File: src/rtl/i2cm_pkg.sv
package i2cm_pkg;
    typedef enum logic [2:0] {
        OP_NONE   = 3'd0,
        OP_START  = 3'd1,
        OP_STOP   = 3'd2,
        OP_WRITE  = 3'd3,
        OP_RD_ACK = 3'd4,
        OP_RD_NAK = 3'd5
    } op_e;

    localparam int unsigned QTR_PER_BIT = 4;
endpackage

File: src/rtl/i2cm_qtimer.sv
module i2cm_qtimer #(
    parameter int DIV_W = 8
) (
    input  logic             clk,
    input  logic             rst_n,
    input  logic             start_i,
    input  logic             run_i,
    input  logic [DIV_W-1:0] div_i,
    output logic             last_o
);
    typedef struct packed {
        logic [DIV_W-1:0] div;
        logic [DIV_W-1:0] cnt;
    } tmr_t;

    tmr_t t_d, t_q;

    always_comb begin
        t_d = t_q;
        if (start_i) begin
            t_d.div = div_i;
            t_d.cnt = '0;
        end else if (run_i) begin
            t_d.cnt = (t_q.cnt == t_q.div) ? '0 : t_q.cnt + 1'b1;
        end
    end

    always_ff @(posedge clk or negedge rst_n) begin
        if (!rst_n) t_q <= '0;
        else        t_q <= t_d;
    end

    assign last_o = run_i && (t_q.cnt == t_q.div);

    // the count within a quarter never passes the captured length
    a_r3_cnt_in_range: assert property (@(posedge clk) disable iff (!rst_n)
        run_i |-> (t_q.cnt <= t_q.div));
endmodule

File: src/rtl/i2cm_wave.sv
module i2cm_wave
    import i2cm_pkg::*;
(
    input  op_e        op_i,
    input  logic [1:0] qtr_i,
    input  logic       ack_bit_i,
    input  logic       tx_bit_i,
    output logic       scl_oe_o,
    output logic       sda_oe_o
);
    logic scl_edge_low;
    assign scl_edge_low = (qtr_i == 2'd0) || (qtr_i == 2'd3);

    always_comb begin
        scl_oe_o = 1'b0;
        sda_oe_o = 1'b0;
        unique case (op_i)
            OP_START: begin
                scl_oe_o = scl_edge_low;
                sda_oe_o = qtr_i[1];
            end
            OP_STOP: begin
                scl_oe_o = (qtr_i == 2'd0);
                sda_oe_o = !qtr_i[1];
            end
            OP_WRITE: begin
                scl_oe_o = scl_edge_low;
                sda_oe_o = ack_bit_i ? 1'b0 : !tx_bit_i;
            end
            OP_RD_ACK: begin
                scl_oe_o = scl_edge_low;
                sda_oe_o = ack_bit_i;
            end
            OP_RD_NAK: begin
                scl_oe_o = scl_edge_low;
                sda_oe_o = 1'b0;
            end
            default: begin
                scl_oe_o = 1'b0;
                sda_oe_o = 1'b0;
            end
        endcase
    end
endmodule

File: src/rtl/i2cm_master.sv
module i2cm_master
    import i2cm_pkg::*;
#(
    parameter int DIV_W  = 8,
    parameter int DATA_W = 8
) (
    input  logic              clk,
    input  logic              rst_n,
    input  logic [DIV_W-1:0]  div_i,
    input  logic              cmd_valid_i,
    input  logic [2:0]        cmd_i,
    input  logic [DATA_W-1:0] wdata_i,
    input  logic              sda_i,
    output logic              scl_oe_o,
    output logic              sda_oe_o,
    output logic              busy_o,
    output logic              done_o,
    output logic [DATA_W-1:0] rdata_o,
    output logic              ack_err_o
);
    localparam int BIT_W = $clog2(DATA_W + 1);
    localparam logic [BIT_W-1:0] ACK_IDX = BIT_W'(DATA_W);
    localparam logic [1:0] QTR_SAMPLE = 2'(QTR_PER_BIT - 2);
    localparam logic [1:0] QTR_LAST   = 2'(QTR_PER_BIT - 1);

    typedef struct packed {
        logic              busy;
        op_e               op;
        logic [1:0]        qtr;
        logic [BIT_W-1:0]  bit_idx;
        logic [DATA_W-1:0] sh;
        logic              hold_scl;
        logic              hold_sda;
        logic              done;
        logic [DATA_W-1:0] rdata;
        logic              ack_err;
    } ctl_t;

    ctl_t s_d, s_q;

    logic legal, accept, q_last, is_byte, is_read, at_ack;
    logic w_scl, w_sda;

    assign legal   = (cmd_i >= 3'd1) && (cmd_i <= 3'd5);
    assign accept  = cmd_valid_i && !s_q.busy && legal;
    assign is_read = (s_q.op == OP_RD_ACK) || (s_q.op == OP_RD_NAK);
    assign is_byte = is_read || (s_q.op == OP_WRITE);
    assign at_ack  = (s_q.bit_idx == ACK_IDX);

    i2cm_qtimer #(.DIV_W(DIV_W)) u_qtimer (
        .clk     (clk),
        .rst_n   (rst_n),
        .start_i (accept),
        .run_i   (s_q.busy),
        .div_i   (div_i),
        .last_o  (q_last)
    );

    i2cm_wave u_wave (
        .op_i      (s_q.op),
        .qtr_i     (s_q.qtr),
        .ack_bit_i (at_ack),
        .tx_bit_i  (s_q.sh[DATA_W-1]),
        .scl_oe_o  (w_scl),
        .sda_oe_o  (w_sda)
    );

    always_comb begin
        s_d      = s_q;
        s_d.done = 1'b0;
        if (accept) begin
            s_d.busy    = 1'b1;
            s_d.op      = op_e'(cmd_i);
            s_d.qtr     = '0;
            s_d.bit_idx = '0;
            s_d.sh      = wdata_i;
        end else if (s_q.busy && q_last) begin
            if (is_byte && (s_q.qtr == QTR_SAMPLE)) begin
                if (!at_ack && is_read)
                    s_d.sh = {s_q.sh[DATA_W-2:0], sda_i};
                if (at_ack && (s_q.op == OP_WRITE))
                    s_d.ack_err = sda_i;
            end
            if (s_q.qtr == QTR_LAST) begin
                if (!is_byte || at_ack) begin
                    s_d.busy     = 1'b0;
                    s_d.done     = 1'b1;
                    s_d.hold_scl = w_scl;
                    s_d.hold_sda = w_sda;
                    if (is_read) s_d.rdata = s_q.sh;
                end else begin
                    s_d.bit_idx = s_q.bit_idx + 1'b1;
                    if (s_q.op == OP_WRITE)
                        s_d.sh = {s_q.sh[DATA_W-2:0], 1'b0};
                end
            end
            s_d.qtr = s_q.qtr + 2'd1;
        end
    end

    always_ff @(posedge clk or negedge rst_n) begin
        if (!rst_n) begin
            s_q    <= '0;
            s_q.op <= OP_NONE;
        end else begin
            s_q <= s_d;
        end
    end

    assign scl_oe_o  = s_q.busy ? w_scl : s_q.hold_scl;
    assign sda_oe_o  = s_q.busy ? w_sda : s_q.hold_sda;
    assign busy_o    = s_q.busy;
    assign done_o    = s_q.done;
    assign rdata_o   = s_q.rdata;
    assign ack_err_o = s_q.ack_err;

    // done lasts exactly one cycle
    a_r9_done_single: assert property (@(posedge clk) disable iff (!rst_n)
        done_o |=> !done_o);

    // busy only falls together with a done pulse
    a_r9_done_on_fall: assert property (@(posedge clk) disable iff (!rst_n)
        $fell(busy_o) |-> done_o);

    // a running command is not cut short before its quarter ends
    a_r2_no_abort: assert property (@(posedge clk) disable iff (!rst_n)
        (busy_o && !q_last) |=> busy_o);

    // within a byte, SDA holds while SCL stays released
    a_r6_sda_stable_high: assert property (@(posedge clk) disable iff (!rst_n)
        (busy_o && is_byte && !scl_oe_o && $past(!scl_oe_o)) |-> $stable(sda_oe_o));

    // the START falling edge of SDA happens with SCL released
    a_r4_start_edge: assert property (@(posedge clk) disable iff (!rst_n)
        (busy_o && (s_q.op == OP_START) && $rose(sda_oe_o)) |-> !scl_oe_o);

    // the STOP rising edge of SDA happens with SCL released
    a_r5_stop_edge: assert property (@(posedge clk) disable iff (!rst_n)
        (busy_o && (s_q.op == OP_STOP) && $fell(sda_oe_o)) |-> !scl_oe_o);
endmodule

File: config.mk
export PLATFORM = sky130hd
export DESIGN_NAME = i2cm_master
export DESIGN_NICKNAME = d
export VERILOG_FILES = /design/src/rtl/i2cm_pkg.sv /design/src/rtl/i2cm_qtimer.sv /design/src/rtl/i2cm_wave.sv /design/src/rtl/i2cm_master.sv
export SDC_FILE = /design/constraint.sdc
export NUM_CORES = 1
export LEC_CHECK = 0
export BUFFER_PORTS_ARGS = -buffer_cell sky130_fd_sc_hd__buf_2
export CAP_MARGIN = 40
export CORE_UTILIZATION = 50
export CTS_BUF_LIST = sky130_fd_sc_hd__clkbuf_16
export CTS_CLUSTER_DIAMETER = 150
export DETAILED_ROUTE_END_ITERATION = 10
export PLACE_DENSITY_LB_ADDON = 0.15
export SLEW_MARGIN = 20
export SYNTH_ARGS = -nofsm -noshare
export SYNTH_HDL_FRONTEND = slang
export SYNTH_SLANG_ARGS = --single-unit
File: constraint.sdc
create_clock -name clk -period 2.7 [get_ports clk]
set_input_delay 0.135 -clock clk [delete_from_list [all_inputs] [get_ports clk]]
set_output_delay 0.135 -clock clk [all_outputs]
set_load 0.05 [all_outputs]
==> impl_metrics.env, run 1 <==
export IMPL_synth_top_cell_area_share=0.486
export IMPL_drtIter0Drc=95
export IMPL_grt_pass1_vias=1766
export IMPL_grt_overflow_total=0
export IMPL_synth_nets=260
export IMPL_critPathKind="reg2reg"
export IMPL_yosys_area_top_type="dfrtp_1"
export IMPL_synthMuxAreaShare=0.0655
export IMPL_synthDistinctLibCells=38
export IMPL_place_ws_ns=0.421
export IMPL_crit_fanout=15
export IMPL_antenna_found_initial=0
export IMPL_yosys_top_cells_count="dfrtp_1, nand2_1, o21ai_0"
export IMPL_period_share=0.847
export IMPL_cts_tree="done"
export IMPL_syn_area_um2=2370
export IMPL_p_leak_nw=1.40
export IMPL_synthTopCellsByArea="dfrtp_1, mux2_2, nand2_1"
export IMPL_pin_count=36
export IMPL_syn_inst=231
export IMPL_grt_use_total=0.212
export IMPL_synth_fa_ha_area_frac=0.0317
export IMPL_timing_hold_ws_ns=0.0414
export IMPL_hpwlAfterDp_um=3440
export IMPL_reg2reg_from="u_qtimer.t_q[5]"
export IMPL_cts_htree_levels=2
export IMPL_clk_latency_ns=0.28
export IMPL_powerDensity_nw_per_um2=1010
export IMPL_synth_compound_area_frac=0.141
export IMPL_layout_drive_gt1_share=0.243
export IMPL_vias_per_cell=5.58
export IMPL_fin_ws_ns=0.414
export IMPL_drc_errors=0
export IMPL_synthXorXnorAreaFrac=0.0333
export IMPL_core_area_um2=4440
export IMPL_wl_um=4790
export IMPL_hp_start="div_i[6]"
export IMPL_via_count=1786
export IMPL_yosysMostFrequentCell="dfrtp_1"
export IMPL_ir_drop_mv=0.560
export IMPL_cts_buffer_depth=2
export IMPL_worst_slew_pin_slew_ns=0.752
export IMPL_portBuffers=35
export IMPL_crit_start="u_qtimer.t_q[5]"
export IMPL_nFillCells=368
export IMPL_avgRoutedWirePerCell_um=15.0
export IMPL_setup_violations=0
export IMPL_die_h_um=70.8
export IMPL_cts_root_buffer="clkbuf_16"
export IMPL_synth_top_family_by_area="simple AND/OR/NAND/NOR gates"
export IMPL_max_cap_violations=0
export IMPL_place_congestion=0.775
export IMPL_finalHoldViolCount=0
export IMPL_startpoint_type="flop"
export IMPL_fin_setup_tns_ns=0
export IMPL_end_kind="flop"
export IMPL_rows=24
export IMPL_fin_area_um2=2760
export IMPL_arrival_ns=2.45
export IMPL_max_freq_mhz=437
export IMPL_synth_async_sr_flop_share=1.00
export IMPL_cts_setup_buffers=0
export IMPL_power_w=0.00278
export IMPL_hold_class="in2reg"
export IMPL_seq_area_um2=1150
export IMPL_ys_seq_elements=46
export IMPL_grt_pass1_wl_um=8420
export IMPL_synth_area_per_cell_um2=10.3
export IMPL_grt_max_degree=26
export IMPL_relSlewSlack=0.495
export IMPL_nets=296
export IMPL_cts_sinks=46
export IMPL_synth_edf_count=0
export IMPL_firstDrtPassIters=6
export IMPL_slew_violations=0
export IMPL_die_w_um=70.8
export IMPL_diodes=0
export IMPL_start_util=0.533
export IMPL_path_clk_slew_ns=0.06
export IMPL_ant_nets=0
export IMPL_ys_flop_type="dfrtp_1"
export IMPL_area_growth_pct=16.6
export IMPL_multi_input_area_um2=1120
export IMPL_skew_ns=0.00381
export IMPL_outcome="finished, final reports clean"
export IMPL_place_area_um2=2590
export IMPL_yosys_warnings=0
export IMPL_min_period_ns=2.29
export IMPL_dieArea_um2=5020
export IMPL_ys_seq_area_frac=0.486
export IMPL_synth_simple_area_share=0.199
export IMPL_crit_required_ns=2.86
export IMPL_rsz0062_at_grt="false"
export IMPL_numCtsBuffers=5
## path summary, 6_finish.rpt
path	slack, ns	cells past startpoint	endpoint
max	0.41	5	rdata_o[5]
max in group asynchronous	1.82	3	s_q[18]
min	0.04	3	u_qtimer.t_q[14]
min in group asynchronous	0.37	2	u_qtimer.t_q[12]
max reg2reg	0.41	5	rdata_o[5]
min reg2reg	0.50	2	u_qtimer.t_q[11]
## state kept, by name, indices dropped and copies added, names as in the netlist
signal	count
s_q	19
busy_o	1
ack_err_o	1
done_o	1
rdata_o	8
u_qtimer.t_q	16
## where the power goes
part	total, W	switching [W]	internal [W]
combinational	0.000953	0.000560	0.000392
sequential	0.00115	0.000237	0.000910
clock	0.000683	0.000250	0.000433
## repair_timing
action / 4_1_cts / 5_1_grt
gates resized for setup: 0 / 0
hold buffers: 1 / 0
endpoints found under the hold margin: 21 / 0
## worst max-delay path, cell delays in order (launching register included)
cell,delay (ns)
dfrtp_1,0.45
xor2_1,0.22
nor4_4,0.45
nand3_4,0.25
nor3_4,0.41
mux2_2,0.39
## metrics by stage
stage               cells  utilization
floorplan             231            -
global placement      310        0.578
detailed placement    311        0.582
CTS                   320        0.622
global route          320        0.622
finish                320        0.622
## layout make-up
type	count	area share
sequential	46	0.416
clock inverter	3	0.0145
inverter	7	0.00951
multi-input combinational	166	0.406
clock buffer	5	0.0453
timing repair buffer	41	0.0851
tap	52	0.0235
## layout by cell type (no fill, tap or decap), types with 6 or more instances in the layout
cell	instances
dfrtp_1	46
nand2_1	35
buf_2	35
o21ai_0	16
nor2_1	13
a21oi_1	12
mux2_2	12
nand3_1	9
xor2_1	8
inv_1	7
and2_1	7
a221o_1	7
ha_1	6
## cells by family after synthesis
kind of cell | count (synthesis)
AO/OA/AOI/OAI | 51
AND/OR/NAND/NOR | 86
multiplexers | 14
XOR/XNOR | 9
adder cells (fa/ha/maj) | 6
buffers and inverters | 19
flip-flops | 46
## per-layer routing
layer	up-vias	global-route usage	wire length, um
met5	-	0	0
met4	0	0.0600	44
met3	4	0.0342	123
met2	28	0.347	2310
met1	867	0.294	2320
li1	887	-	-
No activity file was read; power rests on OpenSTA's default activity.
==> inputs of run 2 (changes only) <==
--- a/config.mk
+++ b/config.mk
@@ -5,6 +5,7 @@
 export SDC_FILE = /design/constraint.sdc
 export NUM_CORES = 1
 export LEC_CHECK = 0
+export ABC_AREA = 1
 export BUFFER_PORTS_ARGS = -buffer_cell sky130_fd_sc_hd__buf_2
 export CAP_MARGIN = 40
 export CORE_UTILIZATION = 50
==> constraint.sdc (replaced) <==
create_clock -name clk -period 2.1 [get_ports clk]
set_input_delay 0.105 -clock clk [delete_from_list [all_inputs] [get_ports clk]]
set_output_delay 0.105 -clock clk [all_outputs]
set_load 0.05 [all_outputs]
==> run 2 against run 1 <==
- first-iteration DRC count up 57%
- non-clock buffer count shrank 2
- utilization shrank 1.8 points
- clock-buffer cell count stayed put
- register-to-register slack got worse by 0.02 ns
- cell area up 14%
- cell count grew 50%
- highest routed layer unchanged
==> impl_metrics.env, run 2 <==
export IMPL_area_growth_pct=13.3
export IMPL_worst_slew_pin_slew_ns=0.399
export IMPL_antenna_found_initial=0
export IMPL_slowest_stage="dfrtp_1"
export IMPL_die_h_um=76.7
export IMPL_clk_latency_ns=0.28
export IMPL_outcome="finished, final reports clean"
export IMPL_internal_power_w=0.00221
export IMPL_critPathTopFamily="simple AND/OR/NAND/NOR gates"
export IMPL_max_cap_violations=0
export IMPL_max_stage_delay_ns=0.39
export IMPL_layout_drive_gt1_share=0.178
export IMPL_final_common_cell="nand2_1"
export IMPL_grt_pass1_vias=2326
export IMPL_nets=437
export IMPL_startpoint_type="flop"
export IMPL_crit_fanout=7
export IMPL_path_clk_slew_ns=0.06
export IMPL_ir_drop_mv=0.819
export IMPL_synth_top_cell_area_share=0.413
export IMPL_timing_hold_ws_ns=0.0247
export IMPL_cts_root_buffer="clkbuf_16"
export IMPL_synth_edf_count=0
export IMPL_grt_pass1_wl_um=10600
export IMPL_synth_area_per_cell_um2=7.38
export IMPL_drc_errors=0
export IMPL_hpwlAfterDp_um=4110
export IMPL_yosys_area_top_type="dfrtp_1"
export IMPL_min_period_ns=1.93
export IMPL_p_comb_frac=0.389
export IMPL_syn_inst=378
export IMPL_end_kind="output port"
export IMPL_finalHoldViolCount=0
export IMPL_regMostFlops="s_q"
export IMPL_die_w_um=76.7
export IMPL_wl_um=5950
export IMPL_final_cell_mix="nand2_1, inv_1, dfrtp_1, nand3_1, buf_2"
export IMPL_ys_seq_elements=46
export IMPL_firstDrtPassIters=4
export IMPL_yosys_top_cells_count="nand2_1, inv_1, dfrtp_1"
export IMPL_core_area_um2=5240
export IMPL_syn_area_um2=2790
export IMPL_drtIter0Drc=149
export IMPL_cpMostUsedCell="nand2_1"
export IMPL_max_freq_mhz=519
export IMPL_slew_violations=0
export IMPL_rsz0062_at_grt="false"
export IMPL_pin_count=36
export IMPL_rows=26
export IMPL_largest_reg_flops=19
export IMPL_sw_frac_of_total=0.409
export IMPL_yosys_warnings=0
export IMPL_arrival_ns=1.82
export IMPL_via_count=2361
export IMPL_critPathKind="reg2out"
export IMPL_cts_setup_buffers=0
export IMPL_cts_tree="done"
export IMPL_path_cells="inv_1 > ha_1 > nand3_2 > nand2_1 > o221ai_2 > nand2_1 > nand2_1 > buf_2"
export IMPL_power_w=0.00374
export IMPL_fin_setup_tns_ns=0
export IMPL_synthTopCellsByArea="dfrtp_1, nand2_1, inv_1"
export IMPL_diodes=0
export IMPL_hold_class="in2reg"
export IMPL_period_share=0.918
export IMPL_p_clk_frac=0.237
export IMPL_powerDensity_nw_per_um2=1180
export IMPL_crit_buf_inv=2
export IMPL_ys_flop_type="dfrtp_1"
export IMPL_p_sw_w=0.00153
export IMPL_ys_seq_area_frac=0.413
export IMPL_pwr_share_seq=0.373
export IMPL_cts_sinks=46
export IMPL_synthDistinctLibCells=31
export IMPL_place_congestion=0.831
export IMPL_start_util=0.532
export IMPL_grt_use_total=0.224
export IMPL_synth_nets=407
export IMPL_setup_violations=0
export IMPL_relSlewSlack=0.734
export IMPL_cts_htree_levels=2
export IMPL_numCtsBuffers=5
export IMPL_avgRoutedWirePerCell_um=12.4
export IMPL_skew_ns=0.00576
export IMPL_cts_buffer_depth=2
export IMPL_grt_max_degree=47
export IMPL_p_leak_nw=1.68
export IMPL_vias_per_cell=4.93
export IMPL_synth_async_sr_flop_share=1.00
export IMPL_grt_overflow_total=0
export IMPL_ant_nets=0
export IMPL_portBuffers=35
export IMPL_crit_required_ns=2.00
export IMPL_dieArea_um2=5880
export IMPL_yosysMostFrequentCell="nand2_1"
run 2: cell count changes in the layout (fill, tap and decap cells not counted), sizes merged, moves of 7 or more:
| cell | previous run | this run |
|---|---|---|
| nand2 | 35 | 135 |
| inv | 7 | 67 |
| nand3 | 10 | 44 |
| mux2 | 12 | 0 |
| a21oi | 12 | 1 |
| nand4 | 1 | 11 |
| a221o | 7 | 0 |
| and2 | 7 | 0 |
run 2: worst min-delay path, delay by kind of cell:
family                 cells  cell delay (ns)
AOI/OAI and AO/OA          1             0.05
buffers and inverters      1             0.07
and+or+nand+nor            1             0.04
run 2: power by group through the flow:
stage | Sequential, W | Combinational [W] | Clock (W)
after floorplan | 0.00136 | 0.00115 | 0
after global placement | 0.00139 | 0.00140 | 0
after detailed placement | 0.00140 | 0.00143 | 0
after CTS | 0.00139 | 0.00144 | 0.000901
after global routing | 0.00143 | 0.00167 | 0.000935
final | 0.00140 | 0.00146 | 0.000888
run 2: path summary, 6_finish.rpt:
path                            from               end  slack (ns)  cells past startpoint
min                         div_i[2]  u_qtimer.t_q[10]        0.02                      3
min reg2reg                ack_err_o         ack_err_o        0.47                      2
min in group asynchronous      rst_n  u_qtimer.t_q[13]        0.34                      3
max reg2reg                  s_q[20]        rdata_o[6]        0.39                     10
max                          s_q[20]          sda_oe_o        0.17                      8
max in group asynchronous      rst_n   u_qtimer.t_q[6]        1.52                      3
run 2: final cells by class:
| cell class | instances | area (um^2) |
|---|---|---|
| timing repair buffer | 39 | 220 |
| tap | 70 | 87.6 |
| inverter | 67 | 254 |
| multi-input combinational | 249 | 1280 |
| fill | 506 | 2080 |
| clock buffer | 5 | 125 |
| sequential | 46 | 1150 |
| clock inverter | 3 | 40.0 |
run 2: through the flow:
| stage | setup WS [ns] | utilization | area [um^2] | instances |
|---|---|---|---|---|
| after floorplan | 0.397 | - | 2790 | 378 |
| after global placement | 0.418 | 0.568 | 2970 | 470 |
| after detailed placement | 0.394 | 0.568 | 2970 | 470 |
| after CTS | 0.0662 | 0.601 | 3150 | 479 |
| after global routing | 0.00320 | 0.603 | 3160 | 479 |
| final | 0.172 | 0.603 | 3160 | 479 |
run 2: per-layer routing:
layer / share of wire / GRT usage / vias to the layer above / routed length [um]
met5: 0 / 0 / - / 0
met4: 0.0067 / 0.0673 / 0 / 40
met3: 0.025 / 0.0310 / 5 / 150
met2: 0.46 / 0.371 / 46 / 2730
met1: 0.51 / 0.303 / 1076 / 3030
li1: - / - / 1234 / -
run 2: what timing repair did:
item,CTS,global route
setup endpoints to repair,0,1
hold buffers,1,0
endpoints found under the hold margin,46,0
gates resized for setup,0,2
run 2: logic make-up (layout without fill, tap and decap cells):
logic type,Yosys count,in the layout,synth area share
compound gates,26,26,0.0520
fa+ha+maj,6,6,0.0269
simple gates,209,209,0.352
buf+inv,83,114,0.131
flops,46,46,0.413
xor+xnor,8,8,0.0251
